File: config.mk
export PLATFORM = sky130hd
export DESIGN_NAME = fork_alloc
export DESIGN_NICKNAME = d
export VERILOG_FILES = /design/src/rtl/fork_alloc_pkg.sv /design/src/rtl/fork_ctx_scan.sv /design/src/rtl/fork_ctx_table.sv /design/src/rtl/fork_alloc.sv
export SDC_FILE = /design/constraint.sdc
export NUM_CORES = 1
export LEC_CHECK = 0
export CAP_MARGIN = 20
export CELL_PAD_IN_SITES_DETAIL_PLACEMENT = 1
export CELL_PAD_IN_SITES_GLOBAL_PLACEMENT = 1
export CORE_MARGIN = 5
export CORE_UTILIZATION = 51
export DETAILED_ROUTE_END_ITERATION = 16
export PLACE_DENSITY_LB_ADDON = 0.12
export SYNTH_ARGS = -nofsm -noshare
export SYNTH_HDL_FRONTEND = slang
export SYNTH_SLANG_ARGS = --single-unit
export TNS_END_PERCENT = 10
File: constraint.sdc
create_clock -name clk -period 7.13 [get_ports clk]
set_clock_uncertainty 0.15 [all_clocks]
set_input_delay 0.713 -clock clk [delete_from_list [all_inputs] [get_ports clk]]
set_output_delay 0.713 -clock clk [all_outputs]
set_load 0.02 [all_outputs]
File: src/rtl/fork_alloc_pkg.sv
package fork_alloc_pkg;
    localparam int VPE_W   = 2;
    localparam int KSU_W   = 2;
    localparam int ASID_W  = 8;
    localparam int CAUSE_W = 3;

    localparam logic [CAUSE_W-1:0] CAUSE_NO_FREE = CAUSE_W'(1);

    typedef enum logic [1:0] {
        RS_RUN     = 2'b00,
        RS_BLOCKED = 2'b01,
        RS_YIELD   = 2'b10,
        RS_SUSPEND = 2'b11
    } run_state_e;

    typedef struct packed {
        logic [VPE_W-1:0]  vpe;
        logic              da;
        logic              halt;
        logic              act;
        logic              dirty;
        logic              tds;
        run_state_e        rnst;
        logic [KSU_W-1:0]  ksu;
        logic [ASID_W-1:0] asid;
    } ctx_stat_t;

    localparam ctx_stat_t CTX_RESET = '{
        vpe: '0, da: 1'b0, halt: 1'b0, act: 1'b0, dirty: 1'b0,
        tds: 1'b0, rnst: RS_BLOCKED, ksu: '0, asid: '0};

    function automatic logic ctx_free(input ctx_stat_t s);
        return s.da && !s.halt && !s.act;
    endfunction
endpackage

File: src/rtl/fork_ctx_scan.sv
module fork_ctx_scan
    import fork_alloc_pkg::*;
#(
    parameter int NUM_CTX = 8,
    localparam int CTX_W  = $clog2(NUM_CTX)
) (
    input  ctx_stat_t        stat [NUM_CTX],
    input  logic [CTX_W-1:0] max_ctx,
    input  logic [CTX_W-1:0] req_id,
    output logic             hit,
    output logic [CTX_W-1:0] sel
);
    logic [VPE_W-1:0]   req_vpe;
    logic [NUM_CTX-1:0] elig;

    assign req_vpe = stat[req_id].vpe;

    for (genvar i = 0; i < NUM_CTX; i++) begin : g_elig
        assign elig[i] = (CTX_W'(i) <= max_ctx) &&
                         (stat[i].vpe == req_vpe) &&
                         ctx_free(stat[i]);
    end

    always_comb begin
        hit = 1'b0;
        sel = '0;
        for (int i = NUM_CTX - 1; i >= 0; i--) begin
            if (elig[i]) begin
                hit = 1'b1;
                sel = CTX_W'(i);
            end
        end
    end
endmodule

File: src/rtl/fork_ctx_table.sv
module fork_ctx_table
    import fork_alloc_pkg::*;
#(
    parameter int NUM_CTX = 8,
    parameter int PC_W    = 32,
    parameter int DATA_W  = 32,
    localparam int CTX_W  = $clog2(NUM_CTX)
) (
    input  logic              clk,
    input  logic              rst,
    input  logic              cfg_en,
    input  logic [CTX_W-1:0]  cfg_idx,
    input  logic [VPE_W-1:0]  cfg_vpe,
    input  logic              cfg_da,
    input  logic              cfg_halt,
    input  logic              cfg_act,
    input  logic              ld_en,
    input  logic [CTX_W-1:0]  ld_idx,
    input  logic [PC_W-1:0]   ld_pc,
    input  logic [DATA_W-1:0] ld_val,
    input  logic [KSU_W-1:0]  ld_ksu,
    input  logic [ASID_W-1:0] ld_asid,
    output ctx_stat_t         stat_o [NUM_CTX],
    output logic [PC_W-1:0]   pc_o   [NUM_CTX],
    output logic [DATA_W-1:0] val_o  [NUM_CTX]
);
    for (genvar i = 0; i < NUM_CTX; i++) begin : g_ctx
        ctx_stat_t         stat_q;
        logic [PC_W-1:0]   pc_q;
        logic [DATA_W-1:0] val_q;
        logic              ld_hit, cfg_hit;

        assign ld_hit  = ld_en  && (ld_idx  == CTX_W'(i));
        assign cfg_hit = cfg_en && (cfg_idx == CTX_W'(i));

        always_ff @(posedge clk) begin
            if (rst) begin
                stat_q <= CTX_RESET;
                pc_q   <= '0;
                val_q  <= '0;
            end else if (ld_hit) begin
                stat_q.rnst  <= RS_RUN;
                stat_q.tds   <= 1'b0;
                stat_q.dirty <= 1'b1;
                stat_q.act   <= 1'b1;
                stat_q.ksu   <= ld_ksu;
                stat_q.asid  <= ld_asid;
                pc_q         <= ld_pc;
                val_q        <= ld_val;
            end else if (cfg_hit) begin
                stat_q.vpe   <= cfg_vpe;
                stat_q.da    <= cfg_da;
                stat_q.halt  <= cfg_halt;
                stat_q.act   <= cfg_act;
                stat_q.rnst  <= RS_BLOCKED;
                stat_q.tds   <= 1'b1;
                stat_q.dirty <= 1'b0;
            end
        end

        assign stat_o[i] = stat_q;
        assign pc_o[i]   = pc_q;
        assign val_o[i]  = val_q;
    end
endmodule

File: src/rtl/fork_alloc.sv
module fork_alloc
    import fork_alloc_pkg::*;
#(
    parameter int NUM_CTX = 8,
    parameter int PC_W    = 32,
    parameter int DATA_W  = 32,
    localparam int CTX_W  = $clog2(NUM_CTX)
) (
    input  logic                clk,
    input  logic                rst,
    input  logic [CTX_W-1:0]    max_ctx,
    input  logic                fork_req,
    input  logic [CTX_W-1:0]    req_id,
    input  logic [KSU_W-1:0]    req_ksu,
    input  logic [ASID_W-1:0]   req_asid,
    input  logic [PC_W-1:0]     fork_pc,
    input  logic [DATA_W-1:0]   fork_val,
    input  logic                cfg_we,
    input  logic [CTX_W-1:0]    cfg_idx,
    input  logic [VPE_W-1:0]    cfg_vpe,
    input  logic                cfg_da,
    input  logic                cfg_halt,
    input  logic                cfg_act,
    input  logic [CTX_W-1:0]    rd_idx,
    output logic [VPE_W-1:0]    rd_vpe,
    output logic                rd_da,
    output logic                rd_halt,
    output logic                rd_act,
    output logic                rd_dirty,
    output logic                rd_tds,
    output logic [1:0]          rd_rnst,
    output logic [KSU_W-1:0]    rd_ksu,
    output logic [ASID_W-1:0]   rd_asid,
    output logic [PC_W-1:0]     rd_pc,
    output logic [DATA_W-1:0]   rd_val,
    output logic                fork_ok,
    output logic                fork_fault,
    output logic [CTX_W-1:0]    fork_ctx,
    output logic [CAUSE_W-1:0]  exc_cause
);
    ctx_stat_t          stat [NUM_CTX];
    logic [PC_W-1:0]    pc_arr  [NUM_CTX];
    logic [DATA_W-1:0]  val_arr [NUM_CTX];
    logic [NUM_CTX-1:0] act_vec;
    logic               hit;
    logic [CTX_W-1:0]   sel;
    logic               cfg_en;
    logic               ok_q, fault_q;
    logic [CTX_W-1:0]   ctx_q;
    logic [CAUSE_W-1:0] cause_q;

    assign cfg_en = cfg_we && !fork_req;

    fork_ctx_scan #(.NUM_CTX(NUM_CTX)) u_scan (
        .stat    (stat),
        .max_ctx (max_ctx),
        .req_id  (req_id),
        .hit     (hit),
        .sel     (sel)
    );

    fork_ctx_table #(.NUM_CTX(NUM_CTX), .PC_W(PC_W), .DATA_W(DATA_W)) u_table (
        .clk      (clk),
        .rst      (rst),
        .cfg_en   (cfg_en),
        .cfg_idx  (cfg_idx),
        .cfg_vpe  (cfg_vpe),
        .cfg_da   (cfg_da),
        .cfg_halt (cfg_halt),
        .cfg_act  (cfg_act),
        .ld_en    (fork_req && hit),
        .ld_idx   (sel),
        .ld_pc    (fork_pc),
        .ld_val   (fork_val),
        .ld_ksu   (req_ksu),
        .ld_asid  (req_asid),
        .stat_o   (stat),
        .pc_o     (pc_arr),
        .val_o    (val_arr)
    );

    for (genvar i = 0; i < NUM_CTX; i++) begin : g_act
        assign act_vec[i] = stat[i].act;
    end

    always_ff @(posedge clk) begin
        if (rst) begin
            ok_q    <= 1'b0;
            fault_q <= 1'b0;
            ctx_q   <= '0;
            cause_q <= '0;
        end else begin
            ok_q    <= fork_req && hit;
            fault_q <= fork_req && !hit;
            if (fork_req && hit) begin
                ctx_q <= sel;
            end
            if (fork_req && !hit) begin
                cause_q <= CAUSE_NO_FREE;
            end
        end
    end

    assign fork_ok    = ok_q;
    assign fork_fault = fault_q;
    assign fork_ctx   = ctx_q;
    assign exc_cause  = cause_q;

    assign rd_vpe   = stat[rd_idx].vpe;
    assign rd_da    = stat[rd_idx].da;
    assign rd_halt  = stat[rd_idx].halt;
    assign rd_act   = stat[rd_idx].act;
    assign rd_dirty = stat[rd_idx].dirty;
    assign rd_tds   = stat[rd_idx].tds;
    assign rd_rnst  = stat[rd_idx].rnst;
    assign rd_ksu   = stat[rd_idx].ksu;
    assign rd_asid  = stat[rd_idx].asid;
    assign rd_pc    = pc_arr[rd_idx];
    assign rd_val   = val_arr[rd_idx];
endmodule

==> results.py <==
metrics = {
    "outcome": {
        "status": "complete, no violations",
    },
    "grt": {
        "met2_usage_pct": 47.5,
        "grt_start_max_net_pins": 192,
        "grt.overflow.total": 0,
        "gr-usage-all-layers_pct": 26.2,
        "grt_pass1_vias": 24000,
        "grtUsageMet1_pct": 32.4,
        "grtUsageMet3_pct": 3.76,
        "grt-busiest-layer": "met2",
        "grt_antenna_before_repair": 2,
        "grt_first_pass_wirelength_mm": 135,
    },
    "clock_tree": {
        "cts_tree": "built",
        "path_clk_slew_ns": 0.06,
        "ctsRootBufferMaster": "clkbuf_16",
        "numCtsBuffers": 73,
        "cts_setup_buffers": 0,
        "clkSinkCount": 662,
        "cts_resized": 0,
        "clock_insertion_delay_worst_skew_ns": 0.61,
        "cts_max_path_buffers": 3,
        "hold_buffers": 0,
        "h-tree-depth": 3,
    },
    "setup_path": {
        "path_cells": "clkdlybuf4s50_1, mux2i_1, a22oi_2, a2111oi_0, nor3_1, a32oi_2, nor4_2, nand2b_4, buf_4, mux2i_1",
        "crit_required_ns": 7.44,
        "cpPeakStageDelay_ns": 0.72,
        "cpMostUsedCell": "mux2i_1",
        "rr_worst_depth": 9,
        "critPathKind": "input port to flip-flop",
        "r2r-start": "u_table.stat_o[75]",
        "critical_path.startpoint_type": "input port",
        "reg2reg_to": "u_table.g_ctx[6].pc_q[15]",
        "critPathSlowestCell": "nand2b_4",
        "critPathMaxFanout": 50,
        "end_kind": "flip-flop",
        "critPathArrivalTime_ns": 5.25,
        "ff2ff_setup_slack_ns": 2.48,
    },
    "synth": {
        "synth_area_leaders": "dfxtp_1 44%, mux2i_1 15%, mux4_2 12%",
        "synthArstFlopShare_pct": 0,
        "synth_area_mm2": 0.0302,
        "synth_top_area_share_pct": 43.9,
        "synth_edf_count": 0,
        "yosys-top-cells-count": "662 x dfxtp_1, 523 x nand2b_1, 467 x mux2i_1",
        "ys_ff_latch": 662,
        "synth_ff_type": "dfxtp_1",
        "avgSynthCellArea_um2": 10.7,
        "ys_seq_area_share_pct": 43.9,
        "synth_top_area_cell": "dfxtp_1",
        "synth_cell_type_count": 58,
        "syn_inst": 2825,
        "ys_warn_count": 0,
        "synth_most_common_cell": "dfxtp_1",
    },
    "detailed_routing": {
        "vias": 21500,
        "finalWirelength_mm": 85.4,
        "drc": 0,
        "wl_per_cell_um": 23.0,
        "ant_nets": 0,
        "via_per_inst": 5.79,
        "drtIter0Drc": 1152,
        "first_pass_iters": 5,
    },
    "floorplan": {
        "row_count": 89,
        "core_mm2": 0.0588,
        "die_width_um": 253,
        "io_pins": 186,
        "fp.dieArea_mm2": 0.0642,
        "die_h_um": 253,
        "initial_core_util_pct": 51.4,
    },
    "power": {
        "netSwitchingFraction_pct": 22.5,
        "irDropWorstVdd_v": 0.000179,
        "internal_power_w": 0.00618,
        "netSwitchingPower_w": 0.00179,
        "combPwrFrac_pct": 5.4,
        "power.density_mw_per_mm2": 229,
        "power_w": 0.00798,
        "p_clk_share_pct": 47.9,
        "seq_power_share_pct": 46.7,
        "p_leak_nw": 14.4,
    },
    "timing": {
        "fin_crit_ns": 4.94,
        "hold_viol": 0,
        "finalCritPeriodShare_pct": 69.2,
        "setup_viol": 0,
        "worst_pin_slew_ns": 1.11,
        "finalSetupTns_ns": 0,
        "finalMaxSlewViolations": 0,
        "relSlewSlack_pct": 25.7,
        "max_freq_ghz": 0.203,
        "rsz0062_at_grt": "no",
    },
    "final_layout": {
        "fin_nets": 2985,
        "drive_gt1_share_pct": 14.2,
        "syn2layout_area_growth_pct": 15.3,
        "n_fill_cell": 6150,
        "final_core_util_pct": 59.2,
    },
    "run": {
        "cap_violations": 0,
    },
    "place": {
        "gp_congestion": 0.851,
        "hpwl_mm": 51.0,
        "numPortBuffers": 182,
    },
    "worst_hold_path": {
        "hold_depth": 2,
        "hold_start": "u_table.g_ctx[0].pc_q[20]",
        "hold_class": "flip-flop to flip-flop",
        "min_to": "u_table.g_ctx[0].pc_q[20]",
    },
}
metal layers:
| layer | part of all wire, % | routed length, um |
|---|---|---|
| met1 | 42 | 36000 |
| met2 | 52 | 44100 |
| met3 | 3.7 | 3130 |
| met4 | 2.5 | 2150 |
| met5 | 0.013 | 11 |
critical path: cells and delay by family:
| family | cells | cell delay (ns) |
|---|---|---|
| AND/OR/NAND/NOR | 3 | 1.74 |
| multiplexers | 2 | 0.34 |
| AO/OA/AOI/OAI | 3 | 1.18 |
| buffers and inverters | 2 | 1.24 |
worst max path at each step:
stage | from | to | slack, ns
final | req_id[0] | u_table.g_ctx[6].pc_q[15] | 2.19
after CTS | req_id[0] | u_table.g_ctx[6].pc_q[4] | 2.27
after detailed placement | req_id[0] | u_table.g_ctx[6].pc_q[15] | 1.62
after floorplan | req_id[0] | u_table.stat_o[31] | 3.61
after global routing | req_id[0] | u_table.g_ctx[6].pc_q[8] | 1.95
after global placement | req_id[0] | u_table.g_ctx[6].pc_q[20] | 1.75
state kept, by name, summed over array words and instances, names as in the netlist:
name	count
fork_ok	1
fork_fault	1
u_table.g_ctx.pc_q	256
u_table.stat_o	144
fork_ctx	3
u_table.g_ctx.val_q	256
exc_cause	1
cells by family after synthesis:
| kind of cell | synth area share (%) |
|---|---|
| buffers and inverters | 3.60 |
| AOI/OAI and AO/OA | 4.13 |
| xor gates and xnor gates | 0.261 |
| other | 0.0124 |
| muxes | 31.0 |
| and+or+nand+nor | 17.1 |
| DFF | 43.9 |
power groups by stage:
stage                     Sequential (W)  Combinational (W)  Clock [W]
after floorplan                  0.00380           0.000272          0
after detailed placement         0.00381           0.000429          0
after global placement           0.00380           0.000421          0
after CTS                        0.00372           0.000432    0.00390
final                            0.00372           0.000429    0.00382
after global routing             0.00372           0.000459    0.00406
final cells by class:
class                           count  area (um2)  share of cell area (%)
Antenna cell                        1        2.50                 0.00719
Clock buffer                      115        2260                    6.50
Clock inverter                     15         160                   0.460
Inverter                            8        30.0                  0.0862
Multi-Input combinational cell   1929       15900                    45.7
Sequential cell                   662       13300                    38.1
Tap cell                          773         967                    2.78
Timing Repair Buffer              216        2220                    6.39
through the flow:
step | area, um2 | cells | hold slack, ns | worst slack, ns
5_1_grt | 34800 | 3719 | 0.327 | 1.95
3_5_place_dp | 32300 | 3584 | 0.298 | 1.62
4_1_cts | 34800 | 3714 | 0.306 | 2.27
6_report | 34800 | 3719 | 0.303 | 2.19
3_3_place_gp | 32300 | 3583 | 0.288 | 1.75
2_1_floorplan | 30200 | 2827 | 0.279 | 3.61
cell usage in the layout (no fill, tap or decap), types with 46 or more instances in the layout:
| cell | count |
|---|---|
| clkdlybuf4s50_1 | 178 |
| a21oi_1 | 180 |
| mux2i_1 | 467 |
| clkbuf_16 | 79 |
| nor2_1 | 46 |
| nand2_1 | 345 |
| mux2_2 | 83 |
| nand2b_1 | 521 |
| dfxtp_1 | 662 |
| mux4_2 | 166 |
Note: power is estimated with default switching activity, not from simulation.
